### src/rtl/ram_probe_pkg.sv
package ram_probe_pkg;

  localparam int TOTAL_W = 13;
  localparam logic [3:0] CFG_PROBE = 4'hA;

  typedef enum logic [1:0] {
    ST_IDLE,
    ST_WRITE,
    ST_RD_REQ,
    ST_RD_WAIT
  } probe_state_e;

  typedef enum logic [1:0] {
    SZ_128K = 2'b00,
    SZ_512K = 2'b01,
    SZ_2M   = 2'b10,
    SZ_RSVD = 2'b11
  } size_code_e;

  function automatic logic [TOTAL_W-1:0] size_kb(input logic [1:0] code);
    case (code)
      SZ_128K: size_kb = TOTAL_W'(128);
      SZ_512K: size_kb = TOTAL_W'(512);
      SZ_2M:   size_kb = TOTAL_W'(2048);
      default: size_kb = '0;
    endcase
  endfunction

endpackage

### src/rtl/probe_word_counter.sv
module probe_word_counter #(
  parameter int WORDS = 256,
  localparam int IDX_W = $clog2(WORDS)
) (
  input  logic             clk,
  input  logic             rst_n,
  input  logic             clr,
  input  logic             inc,
  output logic [IDX_W-1:0] idx,
  output logic             last
);

  always_ff @(posedge clk or negedge rst_n) begin
    if (!rst_n)   idx <= '0;
    else if (clr) idx <= '0;
    else if (inc) idx <= idx + 1'b1;
  end

  assign last = (idx == IDX_W'(WORDS - 1));

  // a step never runs past its window
  assert_idx_wrap_R6: assert property (@(posedge clk) disable iff (!rst_n)
    (last && inc && !clr) |=> 1'b0);

endmodule

### src/rtl/probe_pattern.sv
module probe_pattern #(
  parameter int DATA_W = 16,
  parameter int IDX_W = 8,
  parameter logic [DATA_W-1:0] PATTERN = 16'hA55A
) (
  input  logic [IDX_W-1:0]  idx,
  input  logic [DATA_W-1:0] rdata,
  output logic [DATA_W-1:0] pat,
  output logic              match
);

  assign pat   = PATTERN ^ DATA_W'(idx);
  assign match = (rdata == pat);

endmodule

### src/rtl/probe_addr_gen.sv
module probe_addr_gen #(
  parameter int ADDR_W = 24,
  parameter int IDX_W = 8,
  parameter logic [ADDR_W-1:0] BANK1_BASE = 24'h200000,
  localparam int WIN_BYTES = 2 * (1 << IDX_W)
) (
  input  logic              bank,
  input  logic [1:0]        step,
  input  logic [IDX_W-1:0]  idx,
  output logic [ADDR_W-1:0] addr
);

  logic [ADDR_W-1:0] base;
  logic [ADDR_W-1:0] win_off;

  always_comb begin
    base = bank ? BANK1_BASE : '0;
    case (step)
      2'd1:    win_off = ADDR_W'(WIN_BYTES);
      2'd2:    win_off = ADDR_W'(2 * WIN_BYTES);
      default: win_off = '0;
    endcase
  end

  assign addr = base + win_off + ADDR_W'({idx, 1'b0});

endmodule

### src/rtl/ram_size_probe.sv
module ram_size_probe
  import ram_probe_pkg::*;
#(
  parameter int ADDR_W = 24,
  parameter int DATA_W = 16,
  parameter int WIN_WORDS = 256,
  parameter logic [DATA_W-1:0] PATTERN = 16'hA55A,
  parameter logic [ADDR_W-1:0] BANK1_BASE = 24'h200000,
  localparam int IDX_W = $clog2(WIN_WORDS)
) (
  input  logic               clk,
  input  logic               rst_n,
  input  logic               start,
  output logic               mem_req_valid,
  input  logic               mem_req_ready,
  output logic               mem_we,
  output logic [ADDR_W-1:0]  mem_addr,
  output logic [DATA_W-1:0]  mem_wdata,
  input  logic               mem_rvalid,
  input  logic [DATA_W-1:0]  mem_rdata,
  output logic               done,
  output logic               error,
  output logic               bank1_absent,
  output logic [3:0]         mem_cfg,
  output logic [TOTAL_W-1:0] total_kb
);

  probe_state_e      state;
  logic              bank;
  logic [1:0]        step;
  logic [1:0]        b0_code;
  logic [IDX_W-1:0]  idx;
  logic              last;
  logic              idx_clr;
  logic              idx_inc;
  logic              match;
  logic [1:0]        hit_code;

  probe_word_counter #(.WORDS(WIN_WORDS)) u_cnt (
    .clk(clk), .rst_n(rst_n), .clr(idx_clr), .inc(idx_inc),
    .idx(idx), .last(last)
  );

  probe_pattern #(.DATA_W(DATA_W), .IDX_W(IDX_W), .PATTERN(PATTERN)) u_pat (
    .idx(idx), .rdata(mem_rdata), .pat(mem_wdata), .match(match)
  );

  probe_addr_gen #(.ADDR_W(ADDR_W), .IDX_W(IDX_W), .BANK1_BASE(BANK1_BASE)) u_addr (
    .bank(bank), .step(step), .idx(idx), .addr(mem_addr)
  );

  assign mem_req_valid = (state == ST_WRITE) || (state == ST_RD_REQ);
  assign mem_we        = (state == ST_WRITE);
  assign hit_code      = step - 2'd1;

  always_comb begin
    idx_clr = 1'b0;
    idx_inc = 1'b0;
    case (state)
      ST_IDLE:    idx_clr = start;
      ST_WRITE:   if (mem_req_ready) begin
                    if (last) idx_clr = 1'b1;
                    else      idx_inc = 1'b1;
                  end
      ST_RD_WAIT: if (mem_rvalid) begin
                    if (!match || last) idx_clr = 1'b1;
                    else                idx_inc = 1'b1;
                  end
      default: ;
    endcase
  end

  always_ff @(posedge clk or negedge rst_n) begin
    if (!rst_n) begin
      state        <= ST_IDLE;
      bank         <= 1'b0;
      step         <= 2'd0;
      b0_code      <= 2'd0;
      mem_cfg      <= 4'h0;
      done         <= 1'b0;
      error        <= 1'b0;
      bank1_absent <= 1'b0;
      total_kb     <= '0;
    end else begin
      case (state)
        ST_IDLE: if (start) begin
          mem_cfg      <= CFG_PROBE;
          done         <= 1'b0;
          error        <= 1'b0;
          bank1_absent <= 1'b0;
          total_kb     <= '0;
          bank         <= 1'b0;
          step         <= 2'd0;
          state        <= ST_WRITE;
        end
        ST_WRITE: if (mem_req_ready && last) begin
          step  <= 2'd1;
          state <= ST_RD_REQ;
        end
        ST_RD_REQ: if (mem_req_ready) state <= ST_RD_WAIT;
        ST_RD_WAIT: if (mem_rvalid) begin
          if (match && !last) begin
            state <= ST_RD_REQ;
          end else if (match) begin
            if (!bank) begin
              b0_code <= hit_code;
              bank    <= 1'b1;
              step    <= 2'd0;
              state   <= ST_WRITE;
            end else begin
              mem_cfg  <= {b0_code, hit_code};
              total_kb <= size_kb(b0_code) + size_kb(hit_code);
              done     <= 1'b1;
              state    <= ST_IDLE;
            end
          end else if (step != 2'd3) begin
            step  <= step + 2'd1;
            state <= ST_RD_REQ;
          end else if (!bank) begin
            error <= 1'b1;
            done  <= 1'b1;
            state <= ST_IDLE;
          end else begin
            mem_cfg      <= {b0_code, 2'b00};
            total_kb     <= size_kb(b0_code);
            bank1_absent <= 1'b1;
            done         <= 1'b1;
            state        <= ST_IDLE;
          end
        end
        default: state <= ST_IDLE;
      endcase
    end
  end

  assert_req_hold_R5: assert property (@(posedge clk) disable iff (!rst_n)
    (mem_req_valid && !mem_req_ready) |=>
      (mem_req_valid && $stable(mem_addr) && $stable(mem_we) && $stable(mem_wdata)));

  assert_one_read_R5: assert property (@(posedge clk) disable iff (!rst_n)
    (mem_req_valid && mem_req_ready && !mem_we) |=> !mem_req_valid);

  assert_cfg_probe_R2: assert property (@(posedge clk) disable iff (!rst_n)
    mem_req_valid |-> (mem_cfg == CFG_PROBE && !done));

  assert_codes_legal_R4: assert property (@(posedge clk) disable iff (!rst_n)
    (done && !error) |-> (mem_cfg[3:2] != 2'b11 && mem_cfg[1:0] != 2'b11));

  assert_error_result_R7: assert property (@(posedge clk) disable iff (!rst_n)
    error |-> (done && mem_cfg == CFG_PROBE && total_kb == '0));

  assert_absent_field_R8: assert property (@(posedge clk) disable iff (!rst_n)
    bank1_absent |-> (mem_cfg[1:0] == 2'b00 && !error && done));

  assert_done_hold_R11: assert property (@(posedge clk) disable iff (!rst_n)
    (done && !start) |=> (done && $stable(mem_cfg) && $stable(total_kb)));

  assert_quiet_done_R11: assert property (@(posedge clk) disable iff (!rst_n)
    done |-> !mem_req_valid);

endmodule

### config.mk
export PLATFORM = sky130hd
export DESIGN_NAME = ram_size_probe
export DESIGN_NICKNAME = d
export VERILOG_FILES = /design/src/rtl/ram_probe_pkg.sv /design/src/rtl/probe_word_counter.sv /design/src/rtl/probe_pattern.sv /design/src/rtl/probe_addr_gen.sv /design/src/rtl/ram_size_probe.sv
export SDC_FILE = /design/constraint.sdc
export NUM_CORES = 1
export LEC_CHECK = 0
export CELL_PAD_IN_SITES_DETAIL_PLACEMENT = 0
export CELL_PAD_IN_SITES_GLOBAL_PLACEMENT = 2
export CORE_UTILIZATION = 37
export CTS_CLUSTER_SIZE = 28
export DETAILED_ROUTE_END_ITERATION = 16
export DONT_BUFFER_PORTS = 1
export MAX_ROUTING_LAYER = met4
export PLACE_DENSITY = 0.87
export SLEW_MARGIN = 20
export SYNTH_ARGS = -nofsm -noshare
export SYNTH_HDL_FRONTEND = slang
export SYNTH_SLANG_ARGS = --single-unit
export TNS_END_PERCENT = 5
### constraint.sdc
create_clock -name clk -period 2.75 [get_ports clk]
set_input_delay 0.4125 -clock clk [delete_from_list [all_inputs] [get_ports clk]]
set_output_delay 0.4125 -clock clk [all_outputs]
set_load 0.03 [all_outputs]
==> results.cfg <==
[outcome]
status = finished clean

[global_routing]
grt_pass1_wl_mm = 8.38
grt_pass1_vias = 1607
overflow = 0
grt_usage = 0.177
grt_max_degree = 29
antenna_found_initial = 0

[place]
place_hpwl_mm = 3.98
globalplace.congestion = 0.800
dp.cells = 314
placed_area_um2 = 2230
post-place-ws_ns = 0.373
port_buffers = 0

[synth]
synth_common_cells = buf_4, dfrtp_1, inv_1
ys_ff_latch = 28
synth.area.top_cells = dfrtp_1, buf_4, ha_1, a21oi_1, inv_1
synth_top_cell_by_area = dfrtp_1
post-synth-top-count-cell = buf_4
ys_seq_area_frac = 0.317
async_flop_share = 1.00
synth_edf_count = 0
ys_warn_count = 0
ys_types = 52
avgSynthCellArea_um2 = 9.16
synth_ff_type = dfrtp_1
netlist_instances = 241
yosysTopAreaCellShare = 0.317
syn-cell-area_um2 = 2210

[routing]
route.vias.total = 1740
drc = 0
drt_wl_total_mm = 5.16
first_pass_iters = 4
drtIter0Drc = 110
postRouteAntennaNets = 0
routed_via_density = 5.44
wire_per_inst_um = 16.1

[sta]
fin_crit_ns = 2.43
max-slew-margin-rel = 0.605
setup_ws_ns = 0.319
setup_viol = 0
skew_ns = 0.00790
final.period_utilization = 0.884
rsz0062_at_grt = false
fmax_mhz = 411
holdWs_ns = 0.405
tns_ns = 0
report.final.slew_viol_count = 0
tightest_slew_ns = 0.587
finalHoldViolations = 0

[layout]
final_cell_area_um2 = 2330
nets = 281
layout.cells.non_filler = 320
final_util = 0.413
syn_to_final_growth_pct = 5.50
layout-drive-gt1-share = 0.141
n_antenna_cell = 0

[clock_tree]
cts_tree = done
clk_latency_ns = 0.28
clock-sinks = 28
clockRootBuffer = clkbuf_8
ctsResizeCount = 0
ctsLongestPathBuffers = 2
clk_pin_slew_ns = 0.10
cts_max_level = 1
numCtsBuffers = 3

[die]
chipHeight_um = 79.3
die_w_um = 79.3
core_area_um2 = 5640
boundaryPins = 83
rows = 27
start_util = 0.391
die_area_um2 = 6280

[worst_setup_path]
end_kind = flop
required_ns = 2.92
cp-start-kind = flop
arrival_ns = 2.60
crit_fanout = 10
criticalPathCategory = flop to flop

[pwr]
total_power_mw = 1.86
powerDensity_nw_per_um2 = 798
p_leak_nw = 1.03
ir_drop_mv = 0.366

[min_path]
hp-class = primary input to flop

[job]
max_cap_viol_count = 0
[layout by cell type (no fill, tap or decap), types with 2 or more instances in the layout]
cell type,instances
or2_2,2
conb_1,28
and4bb_2,2
buf_4,18
nand2_1,14
xnor2_1,3
o21ai_0,10
nand3_1,3
o31ai_1,7
nor2_1,7
nand4_1,4
or4_1,3
ha_1,11
nand4_2,2
nor2b_1,2
a32oi_1,3
a311oi_1,3
and4_1,2
a21oi_1,13
mux2i_1,4
dfrtp_1,28
a31oi_1,5
o211ai_1,2
xor2_1,4
clkbuf_8,3
mux2_2,2
and2_1,6
nand3b_1,2
nor3_1,3
a2bb2oi_1,2
inv_1,16
o2111ai_1,2
a22o_1,4
o41ai_1,4
nor4_1,5
or3_1,2
[critical path: stages, from the launching register on]
cell and delay [ns]:
dfrtp_1 0.43, ha_1 0.27, nand3_1 0.25, nor3_1 0.18, or4b_1 0.64, a2111o_1 0.43, o311a_1 0.12
[per-layer routing]
metal,routed length [µm],vias up,global-route usage
met2,2270,76,0.258
met1,2420,816,0.245
met5,0,-,-
met3,393,7,0.0414
met4,72,0,0.0509
li1,-,841,-
[report_power, final]
part	leakage, nW	switching [mW]	internal, mW
Clock	0.0357	0.136	0.195
Combinational	0.620	0.620	0.308
Sequential	0.371	0.124	0.477
Total	1.03	0.879	0.980
[area by class of cell]
type	count	area (µm²)
clock buffers	3	41.3
clock inverters	1	30.0
fillers	551	3310
inverters	16	60.1
multi-input cells	180	1240
flip-flops and latches	28	701
well taps	72	90.1
repair buffers	20	165
[what timing repair did]
item                       CTS  global route
hold buffers                 2             0
hold endpoints to repair    28             0
setup endpoints to repair    0             0
buffers inserted             0             0
[cell families after synthesis]
| logic type | count (synthesis) | synth area share |
|---|---|---|
| AO/OA/AOI/OAI | 65 | 0.216 |
| AND/OR/NAND/NOR | 62 | 0.173 |
| buffers and inverters | 59 | 0.164 |
| flip-flops | 28 | 0.317 |
| adder cells (fa/ha/maj) | 11 | 0.0623 |
| XOR/XNOR | 8 | 0.0351 |
| multiplexers | 6 | 0.0283 |
| other | 2 | 0.00340 |
[final timing paths]
kind                          startpoint           end  slack [ns]  depth (start not counted)
max                         u_cnt.idx[0]    mem_cfg[3]        0.32                          6
min                        mem_req_ready      state[0]        0.41                          2
max reg2reg                 u_cnt.idx[0]    mem_cfg[3]        0.32                          6
min reg2reg                      step[1]       step[1]        0.62                          2
max in group asynchronous          rst_n  total_kb[12]        2.04                          2
min in group asynchronous          rst_n  u_cnt.idx[7]        0.54                          2
[registers in the layout, indices dropped and copies added (netlist names)]
register and count:
u_cnt.idx 8, total_kb 6, mem_cfg 4, b0_code 2, state 2, step 2, bank 1, bank1_absent 1
done 1, error 1
Power figures use the tool's default switching activity.
